--- src/rtl/grp_pkg.sv ---
// Shared definitions for the whole-group buffer.
// Assumes nothing beyond standard SystemVerilog packages.
package grp_pkg;

    // Outcome of an accepted input word for the group being collected
    typedef enum logic [1:0] {
        VERD_HOLD   = 2'd0,
        VERD_COMMIT = 2'd1,
        VERD_DROP   = 2'd2
    } grp_verdict_e;

    // A group size is legal when it lies in 1..max_size
    function automatic logic size_legal(input logic [31:0] value,
                                        input int unsigned max_size);
        return (value != 32'd0) && (value <= max_size);
    endfunction

endpackage

--- src/rtl/grp_size_reg.sv ---
// Group size registers: a pending value written over the settings port
// and an active value used by the write side.
// Assumes load_ok is raised by the write side only while no partial
// group is held, so the active size never changes inside a group.
module grp_size_reg
    import grp_pkg::*;
#(
    parameter int unsigned MAX_GRP  = 64,
    parameter int unsigned DEF_GRP  = 4,
    parameter logic [7:0]  CFG_ADDR = 8'h10,
    parameter int unsigned CW       = 7
) (
    input  logic          clk,
    input  logic          rst_n,
    input  logic          clear,
    input  logic          set_stb,
    input  logic [7:0]    set_addr,
    input  logic [31:0]   set_data,
    input  logic          load_ok,
    output logic [CW-1:0] pend_n,
    output logic [CW-1:0] act_n
);

    logic set_hit;

    assign set_hit = set_stb && (set_addr == CFG_ADDR) && size_legal(set_data, MAX_GRP);

    // Pending size: takes legal writes addressed to this block
    always_ff @(posedge clk) begin
        if (!rst_n) begin
            pend_n <= CW'(DEF_GRP);
        end else if (set_hit) begin
            pend_n <= set_data[CW-1:0];
        end
    end

    // Active size: copied from pending at group boundaries or on clear
    always_ff @(posedge clk) begin
        if (!rst_n) begin
            act_n <= CW'(DEF_GRP);
        end else if (clear || load_ok) begin
            act_n <= pend_n;
        end
    end

endmodule

--- src/rtl/grp_ram.sv ---
// Simple dual-port storage with a registered read port.
// Assumes the caller never reads and writes the same slot in one cycle.
module grp_ram #(
    parameter int unsigned W  = 34,
    parameter int unsigned AW = 6
) (
    input  logic          clk,
    input  logic          wr_en,
    input  logic [AW-1:0] wr_addr,
    input  logic [W-1:0]  wr_data,
    input  logic          rd_en,
    input  logic [AW-1:0] rd_addr,
    output logic [W-1:0]  rd_q
);

    localparam int unsigned DEPTH = 1 << AW;

    logic [W-1:0] mem [DEPTH];

    // Write port
    always_ff @(posedge clk) begin
        if (wr_en) begin
            mem[wr_addr] <= wr_data;
        end
    end

    // Read port: word lands in rd_q one cycle after rd_en
    always_ff @(posedge clk) begin
        if (rd_en) begin
            rd_q <= mem[rd_addr];
        end
    end

endmodule

--- src/rtl/grp_wr_ctrl.sv ---
// Write side: counts words of the group being collected, commits the
// group when its length matches the active size and rolls the write
// pointer back otherwise. Pointers carry one extra wrap bit.
// Assumes rd_ptr never passes cmt_ptr.
module grp_wr_ctrl
    import grp_pkg::*;
#(
    parameter int unsigned AW = 6,
    parameter int unsigned CW = 7
) (
    input  logic          clk,
    input  logic          rst_n,
    input  logic          clear,
    input  logic          flush,
    input  logic          in_valid,
    input  logic          in_last,
    input  logic [CW-1:0] act_n,
    input  logic [AW:0]   rd_ptr,
    output logic          in_ready,
    output logic          wr_en,
    output logic [AW-1:0] wr_addr,
    output logic [AW:0]   wr_ptr,
    output logic [AW:0]   cmt_ptr,
    output logic [CW-1:0] grp_cnt,
    output logic          load_ok
);

    logic [AW:0]   occ;
    logic          full;
    logic          fire;
    logic [CW-1:0] cnt_next;
    grp_verdict_e  verdict;

    // Occupancy covers committed, uncommitted and unread words
    assign occ      = wr_ptr - rd_ptr;
    assign full     = occ[AW];
    assign in_ready = rst_n && !clear && !flush && !full;
    assign fire     = in_valid && in_ready;
    assign wr_en    = fire;
    assign wr_addr  = wr_ptr[AW-1:0];

    // Saturating word count so an over-long group cannot wrap to N
    assign cnt_next = (grp_cnt == {CW{1'b1}}) ? grp_cnt : grp_cnt + 1'b1;

    // Decide what the accepted word does to the group
    always_comb begin
        verdict = VERD_HOLD;
        if (fire && in_last) begin
            verdict = (cnt_next == act_n) ? VERD_COMMIT : VERD_DROP;
        end
    end

    // Size may change only while the group is empty or just closed
    assign load_ok = flush || (fire && in_last) || ((grp_cnt == '0) && !fire);

    // Pointer and count update
    always_ff @(posedge clk) begin
        if (!rst_n || clear) begin
            wr_ptr  <= '0;
            cmt_ptr <= '0;
            grp_cnt <= '0;
        end else if (flush) begin
            wr_ptr  <= cmt_ptr;
            grp_cnt <= '0;
        end else if (fire) begin
            case (verdict)
                VERD_COMMIT: begin
                    wr_ptr  <= wr_ptr + 1'b1;
                    cmt_ptr <= wr_ptr + 1'b1;
                    grp_cnt <= '0;
                end
                VERD_DROP: begin
                    wr_ptr  <= cmt_ptr;
                    grp_cnt <= '0;
                end
                default: begin
                    wr_ptr  <= wr_ptr + 1'b1;
                    grp_cnt <= cnt_next;
                end
            endcase
        end
    end

endmodule

--- src/rtl/grp_rd_ctrl.sv ---
// Read side: fetches committed words into the output register of the
// storage and keeps them there until downstream accepts.
// Assumes the storage read data is valid one cycle after rd_en.
module grp_rd_ctrl #(
    parameter int unsigned AW = 6
) (
    input  logic          clk,
    input  logic          rst_n,
    input  logic          clear,
    input  logic [AW:0]   cmt_ptr,
    input  logic          out_ready,
    output logic          rd_en,
    output logic [AW-1:0] rd_addr,
    output logic [AW:0]   rd_ptr,
    output logic          out_valid
);

    logic avail;

    assign avail   = (rd_ptr != cmt_ptr);
    assign rd_en   = rst_n && !clear && avail && (!out_valid || out_ready);
    assign rd_addr = rd_ptr[AW-1:0];

    // Read pointer and output valid flag
    always_ff @(posedge clk) begin
        if (!rst_n || clear) begin
            rd_ptr    <= '0;
            out_valid <= 1'b0;
        end else if (rd_en) begin
            rd_ptr    <= rd_ptr + 1'b1;
            out_valid <= 1'b1;
        end else if (out_ready) begin
            out_valid <= 1'b0;
        end
    end

endmodule

--- src/rtl/grp_drop_buf.sv ---
// Whole-group store-and-forward buffer. Words are released downstream
// only in groups whose length equals the programmed size; other groups
// are dropped by rolling back the write pointer.
// Assumes MAX_GRP >= 2; storage depth is MAX_GRP rounded up to a power of two.
module grp_drop_buf
    import grp_pkg::*;
#(
    parameter int unsigned DATA_W   = 32,
    parameter int unsigned MAX_GRP  = 64,
    parameter int unsigned DEF_GRP  = 4,
    parameter logic [7:0]  CFG_ADDR = 8'h10
) (
    input  logic              clk,
    input  logic              rst_n,
    input  logic              clear,
    input  logic              flush,
    input  logic              set_stb,
    input  logic [7:0]        set_addr,
    input  logic [31:0]       set_data,
    input  logic [DATA_W-1:0] in_data,
    input  logic              in_side,
    input  logic              in_last,
    input  logic              in_valid,
    output logic              in_ready,
    output logic [DATA_W-1:0] out_data,
    output logic              out_side,
    output logic              out_last,
    output logic              out_valid,
    input  logic              out_ready
);

    localparam int unsigned AW = $clog2(MAX_GRP);
    localparam int unsigned CW = $clog2(MAX_GRP + 2);
    localparam int unsigned RW = DATA_W + 2;

    logic [CW-1:0] pend_n;
    logic [CW-1:0] act_n;
    logic [CW-1:0] grp_cnt;
    logic          load_ok;
    logic          wr_en;
    logic [AW-1:0] wr_addr;
    logic [AW:0]   wr_ptr;
    logic [AW:0]   cmt_ptr;
    logic          rd_en;
    logic [AW-1:0] rd_addr;
    logic [AW:0]   rd_ptr;
    logic [RW-1:0] ram_q;

    grp_size_reg #(
        .MAX_GRP  (MAX_GRP),
        .DEF_GRP  (DEF_GRP),
        .CFG_ADDR (CFG_ADDR),
        .CW       (CW)
    ) i_size (
        .clk      (clk),
        .rst_n    (rst_n),
        .clear    (clear),
        .set_stb  (set_stb),
        .set_addr (set_addr),
        .set_data (set_data),
        .load_ok  (load_ok),
        .pend_n   (pend_n),
        .act_n    (act_n)
    );

    grp_wr_ctrl #(
        .AW (AW),
        .CW (CW)
    ) i_wr (
        .clk      (clk),
        .rst_n    (rst_n),
        .clear    (clear),
        .flush    (flush),
        .in_valid (in_valid),
        .in_last  (in_last),
        .act_n    (act_n),
        .rd_ptr   (rd_ptr),
        .in_ready (in_ready),
        .wr_en    (wr_en),
        .wr_addr  (wr_addr),
        .wr_ptr   (wr_ptr),
        .cmt_ptr  (cmt_ptr),
        .grp_cnt  (grp_cnt),
        .load_ok  (load_ok)
    );

    grp_ram #(
        .W  (RW),
        .AW (AW)
    ) i_ram (
        .clk     (clk),
        .wr_en   (wr_en),
        .wr_addr (wr_addr),
        .wr_data ({in_last, in_side, in_data}),
        .rd_en   (rd_en),
        .rd_addr (rd_addr),
        .rd_q    (ram_q)
    );

    grp_rd_ctrl #(
        .AW (AW)
    ) i_rd (
        .clk       (clk),
        .rst_n     (rst_n),
        .clear     (clear),
        .cmt_ptr   (cmt_ptr),
        .out_ready (out_ready),
        .rd_en     (rd_en),
        .rd_addr   (rd_addr),
        .rd_ptr    (rd_ptr),
        .out_valid (out_valid)
    );

    // Unpack the stored word onto the output
    assign {out_last, out_side, out_data} = ram_q;

endmodule

--- config.mk ---
export PLATFORM = sky130hd
export DESIGN_NAME = grp_drop_buf
export DESIGN_NICKNAME = d
export VERILOG_FILES = /design/src/rtl/grp_pkg.sv /design/src/rtl/grp_size_reg.sv /design/src/rtl/grp_ram.sv /design/src/rtl/grp_wr_ctrl.sv /design/src/rtl/grp_rd_ctrl.sv /design/src/rtl/grp_drop_buf.sv
export SDC_FILE = /design/constraint.sdc
export NUM_CORES = 2
export LEC_CHECK = 0
export ABC_AREA = 1
export BUFFER_PORTS_ARGS = -buffer_cell sky130_fd_sc_hd__buf_2
export CAP_MARGIN = 40
export CORE_MARGIN = 2
export CORE_UTILIZATION = 35
export CTS_BUF_LIST = sky130_fd_sc_hd__clkbuf_16
export DETAILED_ROUTE_END_ITERATION = 7
export PLACE_DENSITY_LB_ADDON = 0.3
export SLEW_MARGIN = 20
export SYNTH_ARGS = -nofsm -noshare
export SYNTH_HDL_FRONTEND = slang
export SYNTH_SLANG_ARGS = --single-unit
--- constraint.sdc ---
create_clock -name clk -period 9.16 [get_ports clk]
set_clock_uncertainty 0.2 [all_clocks]
set_input_delay 2.748 -clock clk [delete_from_list [all_inputs] [get_ports clk]]
set_output_delay 2.748 -clock clk [all_outputs]
set_load 0.02 [all_outputs]
Word level (Yosys, flattened, before mapping)
Memory sizes are Yosys's and may differ from the RTL's. A register that Yosys moved wholly into a read port is not among the register bits.
Index checks and enable logic that the tools add are counted.
W data, S select, Z words.
{"block": "word_totals", "memories": 1, "ramBits": 2176, "ff_bits": 43, "latchBits": 0, "input_bits": 81, "rom_bits": 0, "out_inout_bits": 36}
{"block": "op_classes", "n_eq_ne": 6, "addsub": 4, "n_shift": 0, "multipliers": 0, "magnitude_cmp": 1, "mux": 11, "div_mod_pow": 0, "n_bitwise": 1, "reduce_logical": 29}
{"name": "i_ram.mem", "words": 64, "word_bits": 34, "read_ports": 1, "rd_ports_with_merged_regs": 1, "wr": 1, "line_no": "grp_ram.sv:18", "source": "logic [W-1:0] mem [DEPTH];"}
{"cell": "$mux W7", "n": 5}
{"cell": "$le A32 B7 Y1 const B", "n": 1}
{"cell": "$reduce_bool A32 Y1", "n": 1}
{"cell": "$add A7 B1 Y7 const B", "n": 3}
{"cell": "$logic_and A1 B1 Y1", "n": 11}
{"cell": "$eq A8 B5 Y1 const B", "n": 1}
{"cell": "$eq A7 B7 Y1", "n": 1}
{"cell": "$eq A7 B7 Y1 const B", "n": 1}
{"cell": "$logic_not A7 Y1", "n": 1}
{"cell": "$ne A7 B7 Y1", "n": 1}
{"cell": "$sub A7 B7 Y7", "n": 1}
{"cell": "$logic_not A1 Y1", "n": 6}
{"cell": "$logic_or A1 B1 Y1", "n": 5}
{"cell": "$mux W1", "n": 4}
{"cell": "$mux W2", "n": 2}
{"cell": "$reduce_bool A2 Y1", "n": 2}
{"cell": "$reduce_or A2 Y1", "n": 2}
{"cell": "$reduce_and A3 Y1", "n": 1}
{"cell": "$eq A2 B1 Y1 const B", "n": 1}
{"cell": "$eq A2 B2 Y1 const B", "n": 1}
{"cell": "$not A1 Y1", "n": 1}

Depth between registers and ports, before layout
{"block": "depth", "ltp_word": 11, "ltp_mapped": 19}

Modules after synthesis
A second synthesis with hierarchy kept.
{"block": "hier_totals", "hier_cells": 7676, "hier_area_um2": 91336.3}
{"module": "grp_ram", "cells_per_inst": 7188, "area_each_um2": 88282.2, "instances": 1}
{"module": "grp_wr_ctrl", "cells_per_inst": 248, "area_each_um2": 1616.6, "instances": 1}
{"module": "grp_size_reg", "cells_per_inst": 123, "area_each_um2": 769.5, "instances": 1}
{"module": "grp_rd_ctrl", "cells_per_inst": 117, "area_each_um2": 668.1, "instances": 1}

Least setup slack after synthesis
No wires, ideal clock.
{"block": "synth_path", "kind": "in2reg", "startpoint": "in clear", "endpoint": "mem i_ram.mem[63][0], enable pin", "setup_slack_ns": 2.647, "stages": 6, "arrival_ns": 5.846, "setup_ns": 0.468, "t_required_ns": 8.492, "n_path_buf": 1, "path_cell_list": "inv_1 nand2_2 nor2_1 nand3_1 buf_2 nor3_1"}
{"block": "synth_via", "elab_chain_cells": 7}
{"element": "from (decl)", "line_no": "grp_drop_buf.sv:15", "source": "input logic clear,"}
{"element": "$logic_not A1 Y1", "line_no": "grp_wr_ctrl.sv:37", "source": "assign in_ready = rst_n && !clear && !flush && !full;"}
{"element": "$logic_and A1 B1 Y1 (3 in series)", "line_no": "grp_wr_ctrl.sv:37"}
{"element": "$logic_and A1 B1 Y1", "line_no": "grp_wr_ctrl.sv:38", "source": "assign fire = in_valid && in_ready;"}
{"element": "$mux W1", "line_no": "grp_ram.sv:22", "source": "if (wr_en) begin"}
{"element": "$mux W1 (not written as such)", "line_no": "grp_ram.sv:23", "source": "mem[wr_addr] <= wr_data;"}
{"element": "to (decl)", "line_no": "grp_ram.sv:18"}
Every way passes these cells.

Worst setup path after layout
{"block": "layout_path", "startpoint": "in rst_n", "endpoint": "out in_ready"}
{"block": "layout_via", "elab_chain_cells": 3}
{"element": "from (decl)", "line_no": "grp_drop_buf.sv:14", "source": "input logic rst_n,"}
{"element": "$logic_and A1 B1 Y1 (3 in series)", "line_no": "grp_wr_ctrl.sv:37"}
{"element": "to (decl)", "line_no": "grp_drop_buf.sv:24", "source": "output logic in_ready,"}
Every way passes these cells.

==> impl_metrics.env <==
export IMPL_status="finished clean"
export IMPL_grt_max_degree=211
export IMPL_vias=56400
export IMPL_finalCritPeriodShare_pct=75.0
export IMPL_clock_sinks=2253
export IMPL_multi_input_area_sq_mm=0.0191
export IMPL_holdBufCountCts=0
export IMPL_cp_arrival_ns=3.92
export IMPL_die_y_um=505
export IMPL_ys_async_sr_fraction_pct=0
export IMPL_first_iter_violations=6993
export IMPL_fin_crit_ns=6.87
export IMPL_cts_buffers=226
export IMPL_clock_fmax_ghz=0.146
export IMPL_wl_per_cell_um=25.9
export IMPL_r2r_start="i_rd.rd_ptr[2]$_SDFFE_PP0P_"
export IMPL_die_area_sq_mm=0.255
export IMPL_cts_tree="built"
export IMPL_cts_max_level=4
export IMPL_cts_clk_slew_worst_paths_ns=0.05
export IMPL_yosysTopAreaCell="edfxtp_1"
export IMPL_setup_tns_ns=0
export IMPL_synthTopCellsByArea="edfxtp_1 75%, o21ai_0 6.3%, nor2_1 5.2%, o22ai_1 2.3%, o221ai_1 2.1%"
export IMPL_r2r_cells=13
export IMPL_power_density_mw_per_mm2=201
export IMPL_grt_first_pass_wirelength_um=378000
export IMPL_vias_per_cell=5.56
export IMPL_synth_warnings=0
export IMPL_initial_utilization_pct=35.1
export IMPL_clk_latency_ns=0.87
export IMPL_grt_pass1_vias=52400
export IMPL_routabilityCongestion=0.886
export IMPL_n_fill_cell=23000
export IMPL_nets=6699
export IMPL_fin_ws_ns=2.29
export IMPL_path_delay_family="simple AND/OR/NAND/NOR gates"
export IMPL_synth_edf_count=2210
export IMPL_dp_hpwl_um=158000
export IMPL_cts_buffer_depth=3
export IMPL_synth_top_area_share_pct=75.4
export IMPL_hold_viol_final=0
export IMPL_clock_root_buffer="clkbuf_16"
export IMPL_routed_wl_um=263000
export IMPL_avgSynthCellArea_sq_um=13.4
export IMPL_die_w_um=505
export IMPL_layout_drive_gt1_share_pct=10.3
export IMPL_drc=0
export IMPL_synth_cell_type_count=41
export IMPL_relSlewSlack_pct=25.0
export IMPL_critPathMaxStageDelay_ns=0.37
export IMPL_ir_drop_mv=0.178
export IMPL_synthCells=6553
export IMPL_io_pins=117
export IMPL_num_rows=184
export IMPL_finalSetupViolCount=0
export IMPL_slowest_stage="nor2_1"
export IMPL_finalMaxSlewViolations=0
export IMPL_core_sq_mm=0.251
export IMPL_grt_usage_pct=20.0
export IMPL_r2r_end="i_ram.mem[22][26]$_DFFE_PP_"
export IMPL_p_leak_nw=32.4
export IMPL_ant_nets=0
export IMPL_timing_critical_path_buf_inv=3
export IMPL_timing_critical_path_to="in_ready"
export IMPL_cp_max_fo=15
export IMPL_seqCellArea_sq_mm=0.0672
export IMPL_hold_class="flip-flop to flip-flop"
export IMPL_port_buffers=116
export IMPL_path_cells="buf_2 > nand2_2 > nor2_1 > nand2_1 > inv_1 > buf_2"
export IMPL_path_depth=6
export IMPL_cts_resized=0
export IMPL_stdcell_area_sq_mm=0.101
export IMPL_ys_flop_type="edfxtp_1"
export IMPL_area_growth_pct=15.3
export IMPL_cp_start_kind="input pin"
export IMPL_rsz0062_at_grt="no"
export IMPL_rrSetupSlack_ns=3.69
export IMPL_path_class="input pin to output pin"
export IMPL_yosysSeqAreaShare_pct=76.4
export IMPL_antenna_found_initial=7
export IMPL_synth_nets=6643
export IMPL_gr_total_overflow=0
export IMPL_first_pass_iters=6
export IMPL_crit_start="rst_n"
export IMPL_power_w=0.0204
export IMPL_ys_ff_latch=2253
export IMPL_dp_worst_setup_slack_ns=2.20
export IMPL_placed_cell_area_sq_mm=0.0941
export IMPL_cap_viol_max_count=0
export IMPL_crit_path_end_kind="output pin"
export IMPL_worstMarginPinSlew_ns=1.12
export IMPL_crit_top_cell="buf_2"
export IMPL_required_ns=6.21
export IMPL_syn_area_sq_mm=0.0880
export IMPL_post_cts_buffers=0
-- logic make-up after synthesis --
| kind of cell | share of synthesized area [%] |
|---|---|
| AOI/OAI and AO/OA | 12.0 |
| xor gates and xnor gates | 0.169 |
| adders and majority gates | 0.128 |
| buffers and inverters | 2.48 |
| DFF | 76.4 |
| and+or+nand+nor | 8.85 |
-- stage by stage --
stage | instances | util (%) | hold WS (ns)
after floorplan | 6553 | - | 0.229
after global placement | 9625 | 36.7 | 0.246
after detailed placement | 9715 | 37.5 | 0.248
after CTS | 10100 | 40.3 | 0.255
after global routing | 10200 | 40.5 | 0.286
final | 10200 | 40.5 | 0.251
-- worst reg2reg max path, stage by stage (launching register included) --
cell and delay [ns]:
dfxtp_4 0.73, inv_4 0.43, ha_1 0.42, nand2_1 0.05
nor2_1 0.09, nand2_1 0.10, nand2_1 0.07, nand2_1 0.05
nand2_1 0.18, nand3_1 0.52, nor2_1 0.47, nand3_2 0.72
nor2_4 0.86, buf_16 0.26
-- metal layers --
metal,track usage (%),up-vias,share of wire (%)
met2,29.7,2615,44
met3,3.54,349,8.9
met1,29.4,28600,43
met5,0,-,0.0099
li1,-,24900,-
met4,7.03,4,3.6
-- cell usage after synthesis (2+ instances only) --
cell	n
nand2_1	339
o21ai_0	1112
nand3_2	3
xor2_1	11
xnor2_1	6
nor2_2	3
o31ai_1	3
or2_2	3
ha_1	9
nand4_1	31
clkinv_1	3
nand2_2	5
edfxtp_1	2210
inv_1	52
buf_6	3
dfxtp_1	43
clkbuf_1	332
o21ai_1	2
nor2_4	3
buf_2	95
buf_1	23
nor2_1	1223
a21oi_2	5
buf_4	16
o211ai_1	57
o221ai_1	216
nand3_1	294
a21oi_1	96
nor3_1	8
a211oi_1	2
nor4_1	5
inv_2	3
o22ai_1	327
nand3b_1	3
-- flip-flops by register name, summed over array words and instances, names as in the netlist --
register	flops
i_rd.rd_ptr	7
i_wr.grp_cnt	7
i_ram.mem	2176
i_size.act_n	7
i_rd.out_valid	1
i_ram.rd_q	34
i_wr.cmt_ptr	7
i_size.pend_n	7
i_wr.wr_ptr	7
-- layout by cell type, fill, tap and decap left out, types with 7 or more instances in the layout --
cell type,n
inv_1,98
edfxtp_1,2210
nor2_4,67
nand3_1,294
nor3_1,7
diode_2,7
o22ai_1,327
o221ai_1,216
a21oi_1,96
buf_4,101
bufinv_16,13
xor2_1,11
o21ai_0,1112
o211ai_1,57
nand4_1,31
nor2_1,1159
buf_12,58
nand2_1,338
clkinv_1,72
inv_6,7
clkbuf_16,230
dfxtp_1,39
buf_2,86
clkinv_2,39
buf_16,46
ha_1,9
-- worst min path at each step --
| stage | startpoint | to | cells past startpoint |
|---|---|---|---|
| 3_5_place_dp | i_size.pend_n[5]$_SDFFE_PN0P_ | i_size.pend_n[5]$_SDFFE_PN0P_ | 2 |
| 4_1_cts | i_size.pend_n[5]$_SDFFE_PN0P_ | i_size.pend_n[5]$_SDFFE_PN0P_ | 2 |
| 3_3_place_gp | i_size.pend_n[0]$_SDFFE_PN0P_ | i_size.pend_n[0]$_SDFFE_PN0P_ | 2 |
| 2_1_floorplan | i_size.pend_n[0]$_SDFFE_PN0P_ | i_size.pend_n[0]$_SDFFE_PN0P_ | 2 |
| 5_1_grt | i_size.pend_n[4]$_SDFFE_PN0P_ | i_size.pend_n[4]$_SDFFE_PN0P_ | 2 |
| 6_report | i_size.pend_n[5]$_SDFFE_PN0P_ | i_size.pend_n[5]$_SDFFE_PN0P_ | 2 |
-- area by class of cell --
class / instances / area share (%)
repair buffers: 297 / 3.64
diodes: 7 / 0.0173
multi-input cells: 3773 / 18.8
flip-flops and latches: 2253 / 66.3
clock buffers: 230 / 5.67
well taps: 3348 / 4.13
clock inverters: 190 / 1.22
inverters: 58 / 0.242
-- power by group --
part / internal [W] / switching, W / leakage [nW]
Sequential: 0.0113 / 0.00000432 / 20.2
Clock: 0.00489 / 0.00388 / 3.62
Combinational: 0.0000591 / 0.000280 / 8.53
Note: power is estimated with default switching activity, not from simulation.
